--- src/rtl/spi_byte_engine.sv ---
module spi_byte_engine #(
  parameter int CLK_HZ  = 50_000_000,
  parameter int SLOW_HZ = 250_000,
  parameter int FAST_HZ = 8_000_000
) (
  input  logic       clk,
  input  logic       rst_n,
  input  logic       bus_sel,
  input  logic       bus_we,
  input  logic [1:0] bus_addr,
  input  logic [7:0] bus_wdata,
  output logic [7:0] bus_rdata,
  output logic       spi_sck,
  output logic       spi_mosi,
  input  logic       spi_miso,
  output logic       spi_cs_n,
  output logic       led_n,
  input  logic       card_det_n,
  input  logic       card_wp
);

  localparam int SLOW_RAW  = CLK_HZ / (2 * SLOW_HZ);
  localparam int FAST_RAW  = CLK_HZ / (2 * FAST_HZ);
  localparam int SLOW_HALF = (SLOW_RAW < 1) ? 1 : SLOW_RAW;
  localparam int FAST_HALF = (FAST_RAW < 1) ? 1 : FAST_RAW;
  localparam int MAX_HALF  = (SLOW_HALF > FAST_HALF) ? SLOW_HALF : FAST_HALF;
  localparam int CW        = $clog2(MAX_HALF + 1);
  localparam logic [CW-1:0] SLOW_LIM = CW'(SLOW_HALF - 1);
  localparam logic [CW-1:0] FAST_LIM = CW'(FAST_HALF - 1);

  logic          cs_q, fast_q, rdtrig_q;
  logic          busy, fast_run, sck_q;
  logic [CW-1:0] cnt;
  logic [3:0]    edges;
  logic [7:0]    tx, rx, data_q;

  wire data_rd = bus_sel && !bus_we && bus_addr == 2'd0;
  wire data_wr = bus_sel &&  bus_we && bus_addr == 2'd0;
  wire ctrl_wr = bus_sel &&  bus_we && bus_addr == 2'd1;
  wire start   = !busy && (rdtrig_q ? data_rd : data_wr);
  wire tick    = busy && cnt == (fast_run ? FAST_LIM : SLOW_LIM);

  assign spi_sck  = sck_q;
  assign spi_mosi = tx[7];
  assign spi_cs_n = cs_q;
  assign led_n    = cs_q;

  always_comb begin
    case (bus_addr)
      2'd0:    bus_rdata = data_q;
      2'd1:    bus_rdata = {1'b0, rdtrig_q, 3'b000, fast_q, cs_q, 1'b0};
      2'd2:    bus_rdata = {3'b000, card_wp, card_det_n, 2'b00, busy};
      default: bus_rdata = 8'h00;
    endcase
  end

  always_ff @(posedge clk or negedge rst_n) begin
    if (!rst_n) begin
      cs_q     <= 1'b1;
      fast_q   <= 1'b0;
      rdtrig_q <= 1'b0;
    end else if (ctrl_wr) begin
      cs_q     <= bus_wdata[1];
      fast_q   <= bus_wdata[2];
      rdtrig_q <= bus_wdata[6];
    end
  end

  always_ff @(posedge clk or negedge rst_n) begin
    if (!rst_n) begin
      busy     <= 1'b0;
      fast_run <= 1'b0;
      sck_q    <= 1'b0;
      cnt      <= '0;
      edges    <= '0;
      tx       <= 8'h00;
      rx       <= 8'h00;
      data_q   <= 8'h00;
    end else if (start) begin
      busy     <= 1'b1;
      fast_run <= fast_q;
      cnt      <= '0;
      edges    <= '0;
      tx       <= rdtrig_q ? 8'hFF : bus_wdata;
    end else if (tick) begin
      cnt   <= '0;
      edges <= edges + 4'd1;
      if (!edges[0]) begin
        sck_q <= 1'b1;
        rx    <= {rx[6:0], spi_miso};
      end else begin
        sck_q <= 1'b0;
        tx    <= {tx[6:0], 1'b0};
        if (edges == 4'd15) begin
          busy   <= 1'b0;
          data_q <= rx;
        end
      end
    end else if (busy) begin
      cnt <= cnt + 1'b1;
    end
  end

  AST_SCK_IDLE_LOW: assert property (@(posedge clk) disable iff (!rst_n)
    !busy |-> !spi_sck);
  AST_SCK_ONLY_BUSY: assert property (@(posedge clk) disable iff (!rst_n)
    $rose(spi_sck) |-> $past(busy));
  AST_MOSI_HELD_HIGH: assert property (@(posedge clk) disable iff (!rst_n)
    (spi_sck && $past(spi_sck)) |-> $stable(spi_mosi));
  AST_CS_FROM_CTRL: assert property (@(posedge clk) disable iff (!rst_n)
    ctrl_wr |=> (spi_cs_n == $past(bus_wdata[1])) && (led_n == spi_cs_n));
  AST_STATUS_SPARE_ZERO: assert property (@(posedge clk) disable iff (!rst_n)
    (bus_sel && !bus_we && bus_addr == 2'd2) |-> (bus_rdata[7:5] == 3'b000 && bus_rdata[2:1] == 2'b00));
  AST_CTRL_SPARE_ZERO: assert property (@(posedge clk) disable iff (!rst_n)
    (bus_sel && !bus_we && bus_addr == 2'd1) |-> (bus_rdata[0] == 1'b0 && bus_rdata[5:3] == 3'b000 && bus_rdata[7] == 1'b0));

endmodule

--- config.mk ---
export PLATFORM = sky130hd
export DESIGN_NAME = spi_byte_engine
export DESIGN_NICKNAME = d
export VERILOG_FILES = /design/src/rtl/spi_byte_engine.sv
export SDC_FILE = /design/constraint.sdc
export NUM_CORES = 1
export LEC_CHECK = 0
export CAP_MARGIN = 20
export CORE_MARGIN = 2
export CORE_UTILIZATION = 50
export DETAILED_ROUTE_END_ITERATION = 12
export GPL_TIMING_DRIVEN = 0
export PLACE_DENSITY = 0.71
export SKIP_LAST_GASP = 1
export SLEW_MARGIN = 10
export SYNTH_ARGS = -nofsm -noshare
export SYNTH_HDL_FRONTEND = slang
export SYNTH_SLANG_ARGS = --single-unit
--- constraint.sdc ---
create_clock -name clk -period 3 [get_ports clk]
set_input_delay 0.6 -clock clk [delete_from_list [all_inputs] [get_ports clk]]
set_output_delay 0.6 -clock clk [all_outputs]
set_load 0.005 [all_outputs]
After elaboration in Yosys (flattened, before gate mapping)
Cells that the tools add are included.
- flip-flop bits (word level): 41
- reduce and logical (&&, ||, !) cells: 19
- muxes and demuxes: 17
- add/sub/neg operators: 2
- bitwise gates (word level): 2
- equality and inequality tests: 4
- operator list (cell ; count):
    8-bit 2-to-1 mux ; 4
    7-bit 2-to-1 mux ; 4
    8-bit case mux with 3 select lines ; 1
    4-bit 2-to-1 mux ; 2
    7-bit by 1-bit adder with 7-bit output, second input constant ; 1
    7-bit equality test ; 1
    1-bit logical AND ; 7
    1-bit 2-to-1 mux ; 6
    3-bit AND reduction ; 2
    2-bit nonzero test ; 3
    4-bit by 1-bit adder with 4-bit output, second input constant ; 1
    4-bit equality test, second input constant ; 1
    2-bit AND reduction ; 2
    4-bit AND reduction ; 1
    3-bit nonzero test ; 1
    2-bit by 1-bit equality test with 1-bit output, second input constant ; 1
    2-bit equality test, second input constant ; 1
    1-bit zero test ; 2
    2-bit zero test ; 1
    1-bit inverter ; 2

Depth between registers and ports, before layout
Gate-level depths: netlist of the first run.
- depth in word-level cells: 7
- depth in mapped cells: 7

Worst setup path before layout of the first run
No wires, ideal clock.
- kind: input to register
- from: input bus_addr[0]
- to: register tx[2]
- data arrival time: 1.813 ns
- stages: 7
- setup time: 0.125 ns
- slack: 1.062 ns
- data required time: 2.875 ns
- cells stage by stage: buf_2 > nor2_2 > nand4b_1 > buf_2 > o21a_1 > buf_2 > mux2_2
- word-level cells in the longest chain between the ends: 6
- elaborated cells on any way between the ends: 9
- ends and longest elaborated chain (item ; RTL line ; text):
    from (decl) ; 10 ; input logic [1:0] bus_addr,
    2-bit zero test (*) ; 37, 38 ;
    1-bit logical AND (on tied branches) ; 38, 37 ;
    1-bit 2-to-1 mux (*) ; 40 ; wire start = !busy && (rdtrig_q ? data_rd : data_wr);
    1-bit logical AND (*) ; 40 ;
    2-bit nonzero test (no source line) ; - ;
    2-bit AND reduction (no source line) ; - ;
    to (signal assigned) ; 84 ; tx <= rdtrig_q ? 8'hFF : bus_wdata;
    to (signal assigned) ; 93 ; tx <= {tx[6:0], 1'b0};
    to (decl) ; 35 ; logic [7:0] tx, rx, data_q;
Every way passes the cells marked *; elsewhere a longest branch is shown, timed or not.
A chain may end at the register's enable or synchronous reset.

Final worst setup path of the first run
- from: register busy
- to: output bus_rdata[0]
- word-level cells in the longest chain between the ends: 1
- ends and longest elaborated chain (item ; RTL line ; text):
    from (decl) ; 32 ; logic busy, fast_run, sck_q;
    from (signal assigned) ; 71 ; busy <= 1'b0;
    from (signal assigned) ; 80 ; busy <= 1'b1;
    from (signal assigned) ; 95 ; busy <= 1'b0;
    8-bit case mux with 3 select lines ; 49 ; case (bus_addr)
    to (decl) ; 12 ; output logic [7:0] bus_rdata,
No other way between the ends.

==> qor.yml, run 1 <==
global_route:
  grt_overflow: 0
  grt_max_degree: 24
  grt_util_all_layers_pct: 19.1
  antenna_found_initial: 0
  grt_pass1_vias: 1398
  grt_pass1_wl_mm: 6.38
logic_synthesis:
  synthTopCellsByCount: "dfrtp_1 (40), mux2i_1 (17), mux2_2 (16), nor2_1 (16), nand2_1 (14)"
  async_reset_ff_share_pct: 100
  synth_top_flop_cell: "dfrtp_1"
  netlist.area_leader.share_pct: 48.9
  yosysMostFrequentCell: "dfrtp_1"
  synth_largest_area_cell: "dfrtp_1"
  synthTopCellsByArea: "dfrtp_1 (49%), mux2_2 (8.8%), mux2i_1 (8.3%), mux2_4 (5.9%), nor2_1 (2.9%)"
  synth_area_per_cell_um2: 11.8
  yosysUniqueCellTypes: 35
  ys_ff_latch: 41
  synth_enable_flop_cells: 0
  ys_warn_count: 0
  syn_area_mm2: 0.00205
  synthCells: 174
  syn_nets: 193
  seq_area_frac_synth_pct: 50.2
place:
  pre_cts_slack_ns: 0.501
  portBuffers: 26
  place_area_mm2: 0.00239
  place_inst: 251
  routabilityCongestion: 0.745
  dpl.hpwl_mm: 2.75
clock_network:
  cts_htree_levels: 2
  path_clk_slew_ns: 0.08
  cts.path.max_buffers: 2
  cts_tree: "done"
  post_cts_buffers: 0
  postCtsHoldBufs: 0
  clkLatencyLatePin_ns: 0.29
  cts_buffers: 5
  clock_sinks: 41
  cts_resized: 0
  cts_root_buf: "clkbuf_8"
routing:
  drt_iter0_drc: 56
  ant_nets: 0
  drc_errors: 0
  via_count: 1377
  wl_mm: 3.76
  first_pass_iters: 4
  wire_per_inst_um: 14.5
  viasPerCell: 5.32
sta:
  period_needed_ns: 2.45
  fin_skew_ns: 0.0106
  finalSetupTns_ns: 0
  drv_slew: 0
  worst_slew_margin_rel_pct: 56.6
  rsz0062_at_grt: "no"
  setup_viol_count_final: 0
  fin_ws_ns: 0.549
  worst_pin_slew_ns: 0.648
  timing.final.crit_share_pct: 81.7
  hold_viol: 0
  fmax_mhz: 408
  fin_hold_ws_ns: 0.250
setup_path:
  crit_path_end_kind: "output port"
  critPathRequiredTime_ns: 2.40
  crit_fanout: 10
  cp.arrival_ns: 1.85
  cp-start-kind: "flip-flop"
  critical_path_class: "reg -> out"
floorplanning:
  fp.dieW_um: 68.0
  die_area_mm2: 0.00462
  core_area_mm2: 0.00397
  start_util_pct: 51.5
  placementRows: 23
  die_y_um: 68.0
  io_pins: 29
run:
  maxCapViolCount: 0
cells_and_area:
  final_util_pct: 62.8
  n_fill_cell: 322
  final_cells: 259
  final_layout_size_suffix_gt1_share_pct: 23.4
  synthToLayoutAreaGrowth_pct: 21.8
  final_cell_area_mm2: 0.00249
  nets: 227
  diodes: 0
pwr:
  power.total_mw: 1.71
  p_sw_share_pct: 30.9
  p_switching_mw: 0.528
  power_frac_seq_pct: 50.4
  share_comb_of_total_power_pct: 26.8
  peakVddDrop_mv: 0.385
  p_clk_share_pct: 22.8
  p_leak_nw: 1.20
  powerDensity_mw_per_mm2: 685
  p_int_mw: 1.18
worst_hold_path:
  hold_path.class: "in -> async"
status:
  status: "finished, final reports clean"
layer usage:
metal	vias up	track usage [%]	wire length, um
met3	5	6.91	154
met1	683	23.0	1670
met4	0	6.00	51
met2	19	32.0	1880
li1	670	-	-
met5	-	0	0
flip-flops by register name, indices dropped and copies added, names as in the netlist:
signal	cells
data_q	8
rx	8
tx	8
cnt	7
edges	4
busy	1
fast_q	1
fast_run	1
led_n	1
rdtrig_q	1
spi_sck	1
critical path: stages, from the launching register on:
cell and delay [ns]:
dfrtp_1 0.43, clkbuf_1 0.37, mux2i_1 0.13, nor2_1 0.11
clkdlybuf4s50_1 0.52
placed cells by master (no fill, tap or decap), types with 3 or more instances in the layout:
cell / synthesis / layout
clkdlybuf4s50_1: 0 / 25
nand2_1: 14 / 14
o21ai_0: 7 / 7
clkbuf_8: 0 / 7
a31oi_1: 3 / 3
mux2_4: 8 / 8
a21oi_1: 4 / 4
mux2i_1: 17 / 17
dfrtp_1: 40 / 40
nor2_1: 16 / 16
mux2_2: 16 / 16
nand3_1: 5 / 5
inv_1: 6 / 6
or2_2: 3 / 3
buf_2: 5 / 6
power by group through the flow:
stage / Sequential, mW / Combinational, mW / Clock [mW]
6_report: 0.861 / 0.458 / 0.390
5_1_grt: 0.888 / 0.512 / 0.427
4_1_cts: 0.861 / 0.467 / 0.398
3_5_place_dp: 0.870 / 0.462 / 0
3_3_place_gp: 0.859 / 0.432 / 0
2_1_floorplan: 0.836 / 0.322 / 0
cell type report:
| class | instances | area [um2] | share of cell area, % |
|---|---|---|---|
| Tap cell | 50 | 62.6 | 2.51 |
| Timing Repair Buffer | 27 | 283 | 11.3 |
| Clock buffer | 7 | 96.3 | 3.86 |
| Buffer | 9 | 51.3 | 2.06 |
| Sequential cell | 41 | 1030 | 41.2 |
| Clock inverter | 1 | 5.00 | 0.201 |
| Multi-Input combinational cell | 118 | 946 | 37.9 |
| Inverter | 6 | 22.5 | 0.903 |
logic make-up after synthesis:
| kind of cell | synth area share, % |
|---|---|
| and+or+nand+nor | 14.8 |
| muxes | 23.0 |
| DFF | 50.2 |
| AOI/OAI and AO/OA | 5.93 |
| buffers and inverters | 3.61 |
| xor gates and xnor gates | 1.28 |
| adders and majority gates | 1.22 |
worst paths after layout:
| kind | from | endpoint | slack [ns] | depth (start not counted) |
|---|---|---|---|---|
| max in group asynchronous | rst_n | led_n | 2.19 | 2 |
| min in group clk | spi_sck | spi_sck | 0.48 | 2 |
| setup reg to reg | cnt[5] | rx[3] | 1.06 | 5 |
| setup / recovery | busy | bus_rdata[0] | 0.55 | 4 |
| hold / removal | rst_n | edges[2] | 0.25 | 1 |
| hold reg to reg | spi_sck | spi_sck | 0.48 | 2 |
Note: power is estimated with default switching activity, not from simulation.
==> run 2: changes to the inputs <==
--- a/config.mk
+++ b/config.mk
@@ -7,10 +7,10 @@
 export LEC_CHECK = 0
 export CAP_MARGIN = 20
 export CORE_MARGIN = 2
-export CORE_UTILIZATION = 50
+export CORE_UTILIZATION = 49
 export DETAILED_ROUTE_END_ITERATION = 12
 export GPL_TIMING_DRIVEN = 0
-export PLACE_DENSITY = 0.71
+export PLACE_DENSITY = 0.73
 export SKIP_LAST_GASP = 1
 export SLEW_MARGIN = 10
 export SYNTH_ARGS = -nofsm -noshare
==> constraint.sdc (replaced) <==
create_clock -name clk -period 2.2 [get_ports clk]
set_input_delay 0.44 -clock clk [delete_from_list [all_inputs] [get_ports clk]]
set_output_delay 0.44 -clock clk [all_outputs]
set_load 0.005 [all_outputs]
==> run 2 against run 1 <==
  * Core utilization decreased by 0.36 points
  * Final area rose by 0.15%
  * Clock skew fell by 0.0053 ns
  * Combinational power is 38% higher
  * Largest cell class unchanged
  * Die area is 1.9% higher
  * First-iteration DRC count up 50%
  * Via count decreased by 0.29%
  * Clock power is 52% higher
==> qor.yml, run 2 (synthesis results as in run 1) <==
cells_and_area:
  final_layout_size_suffix_gt1_share_pct: 23.9  # +0.48 points
  diodes: 0  # unchanged
  synthToLayoutAreaGrowth_pct: 22.0
  final_cell_mix: "dfrtp_1 (40), clkdlybuf4s50_1 (25), mux2i_1 (17), nor2_1 (16), mux2_2 (16)"
  top_regs: "data_q (8), rx (8), tx (8)"
  final_common_cell: "dfrtp_1"
  final_util_pct: 62.4  # -0.36 points
  nets: 227  # unchanged
global_route:
  met3_usage_pct: 4.22  # -2.7 points
  grt_overflow: 0  # unchanged
  grt_use_met2_pct: 34.4  # +2.3 points
  grt_pass1_wl_mm: 6.85  # +7.3%
  grt_pass1_vias: 1475  # +5.5%
  global_route.usage.met1_pct: 24.8  # +1.8 points
  antenna_found_initial: 0  # unchanged
  grt_max_degree: 29  # +21%
  grt_util_all_layers_pct: 20.4  # +1.2 points
  grt-busiest-layer: "met2"
sta:
  fmax_mhz: 472
  worst_pin_slew_ns: 0.701  # +0.0527 ns
  setup_viol_count_final: 0  # unchanged
  drv_slew: 0  # unchanged
  period_needed_ns: 2.12
  timing.final.crit_share_pct: 96.4
  hold_viol: 0  # unchanged
  fin_skew_ns: 0.00526  # -0.00531 ns
  rsz0062_at_grt: "no"
  worst_slew_margin_rel_pct: 53.0  # -3.5 points
  finalSetupTns_ns: 0  # unchanged
floorplanning:
  start_util_pct: 51.2  # -0.37 points
  core_area_mm2: 0.00400  # +0.72%
  die_y_um: 68.6  # +0.96%
  fp.dieW_um: 68.6  # +0.96%
  die_area_mm2: 0.00471  # +1.9%
  io_pins: 29  # unchanged
  placementRows: 23  # unchanged
pwr:
  p_clk_share_pct: 24.5  # +1.7 points
  p_int_mw: 1.66  # +41%
  p_switching_mw: 0.742  # +41%
  powerDensity_mw_per_mm2: 964  # +41%
  peakVddDrop_mv: 0.483  # +26%
  p_sw_share_pct: 30.8  # -0.068 points
  power_frac_seq_pct: 49.2  # -1.2 points
  share_comb_of_total_power_pct: 26.2  # -0.6 points
  p_leak_nw: 1.21  # +0.32%
clock_network:
  cts_buffers: 5  # unchanged
  cts_resized: 2  # +2
  cts_root_buf: "clkbuf_8"
  postCtsHoldBufs: 0  # unchanged
  clkLatencyLatePin_ns: 0.29  # about the same
  post_cts_buffers: 0  # unchanged
  cts.path.max_buffers: 2  # unchanged
  cts_htree_levels: 2  # unchanged
  cts_tree: "done"
  clock_sinks: 41  # unchanged
  path_clk_slew_ns: 0.08  # about the same
place:
  portBuffers: 26  # unchanged
  routabilityCongestion: 0.771  # +3.5%
  dpl.hpwl_mm: 2.88  # +4.8%
run:
  maxCapViolCount: 0  # unchanged
setup_path:
  critical_path_class: "reg -> out"
  crit_family: "buffers and inverters"
  critical-path-max-stage-delay_ns: 0.51  # about the same
  crit_buf_inv: 2  # unchanged
  cp-start-kind: "flip-flop"
  crit_path_end_kind: "output port"
  r2r_cells: 5  # unchanged
  cp_slowest_cell: "clkdlybuf4s50_1"
  cp.depth: 4  # unchanged
  cp.arrival_ns: 1.68  # -0.17 ns
  critPathRequiredTime_ns: 1.76  # -0.64 ns
  crit_fanout: 10  # unchanged
  worstPathCellList: "clkbuf_4 > mux2i_1 > nor2_1 > clkdlybuf4s50_1"
routing:
  via_count: 1373  # -0.29%
  first_pass_iters: 4  # unchanged
  wl_mm: 3.96  # +5.3%
  drc_errors: 0  # unchanged
  ant_nets: 0  # unchanged
  wire_per_inst_um: 15.3  # +5.3%
  drt_iter0_drc: 84  # +50%
  viasPerCell: 5.30  # -0.29%
worst_hold_path:
  hold_path.class: "in -> async"
status:
  status: "finished, final reports clean"
-- run 2: per-stage QoR --
stage          cells  setup slack (ns)  instance area (um2)  power, mW  hold WS [ns]
2_1_floorplan    174             0.422                 2050       1.58         0.144
3_3_place_gp     250            -0.282                 2370       1.76         0.462
3_5_place_dp     251            -0.136                 2380       1.83         0.372
4_1_cts          259            0.0524                 2490       2.43        0.0529
5_1_grt          259           0.00897                 2500       2.59        0.0604
6_report         259            0.0795                 2500       2.41        0.0451
-- run 2: metal layers --
layer | vias up | part of all wire [%]
met2 | 14 | 52
met1 | 687 | 44
met4 | 0 | 1.5
li1 | 666 | -
met5 | - | 0
met3 | 6 | 2.5
-- run 2: power by group through the flow --
stage	combinational (mW)	sequential (mW)	clock [mW]
2_1_floorplan	0.439	1.14	0
3_3_place_gp	0.590	1.17	0
3_5_place_dp	0.635	1.19	0
4_1_cts	0.641	1.18	0.608
5_1_grt	0.722	1.22	0.649
6_report	0.631	1.19	0.591
-- run 2: area by class of cell --
cell class | count | area [um2]
fill | 338 | 1500
sequential | 41 | 1030
buffer | 9 | 56.3
tap | 50 | 62.6
inverter | 6 | 22.5
clock buffer | 6 | 72.6
timing repair buffer | 27 | 275
clock inverter | 2 | 35.0
multi-input combinational | 118 | 946
-- run 2: worst paths after layout --
kind                          from           end  slack (ns)
max                           busy  bus_rdata[0]        0.08
min                          rst_n        cnt[2]        0.05
max reg2reg                 cnt[5]         rx[1]        0.26
min reg2reg                spi_sck       spi_sck        0.49
max in group asynchronous    rst_n         led_n        1.62
min in group clk           spi_sck       spi_sck        0.49
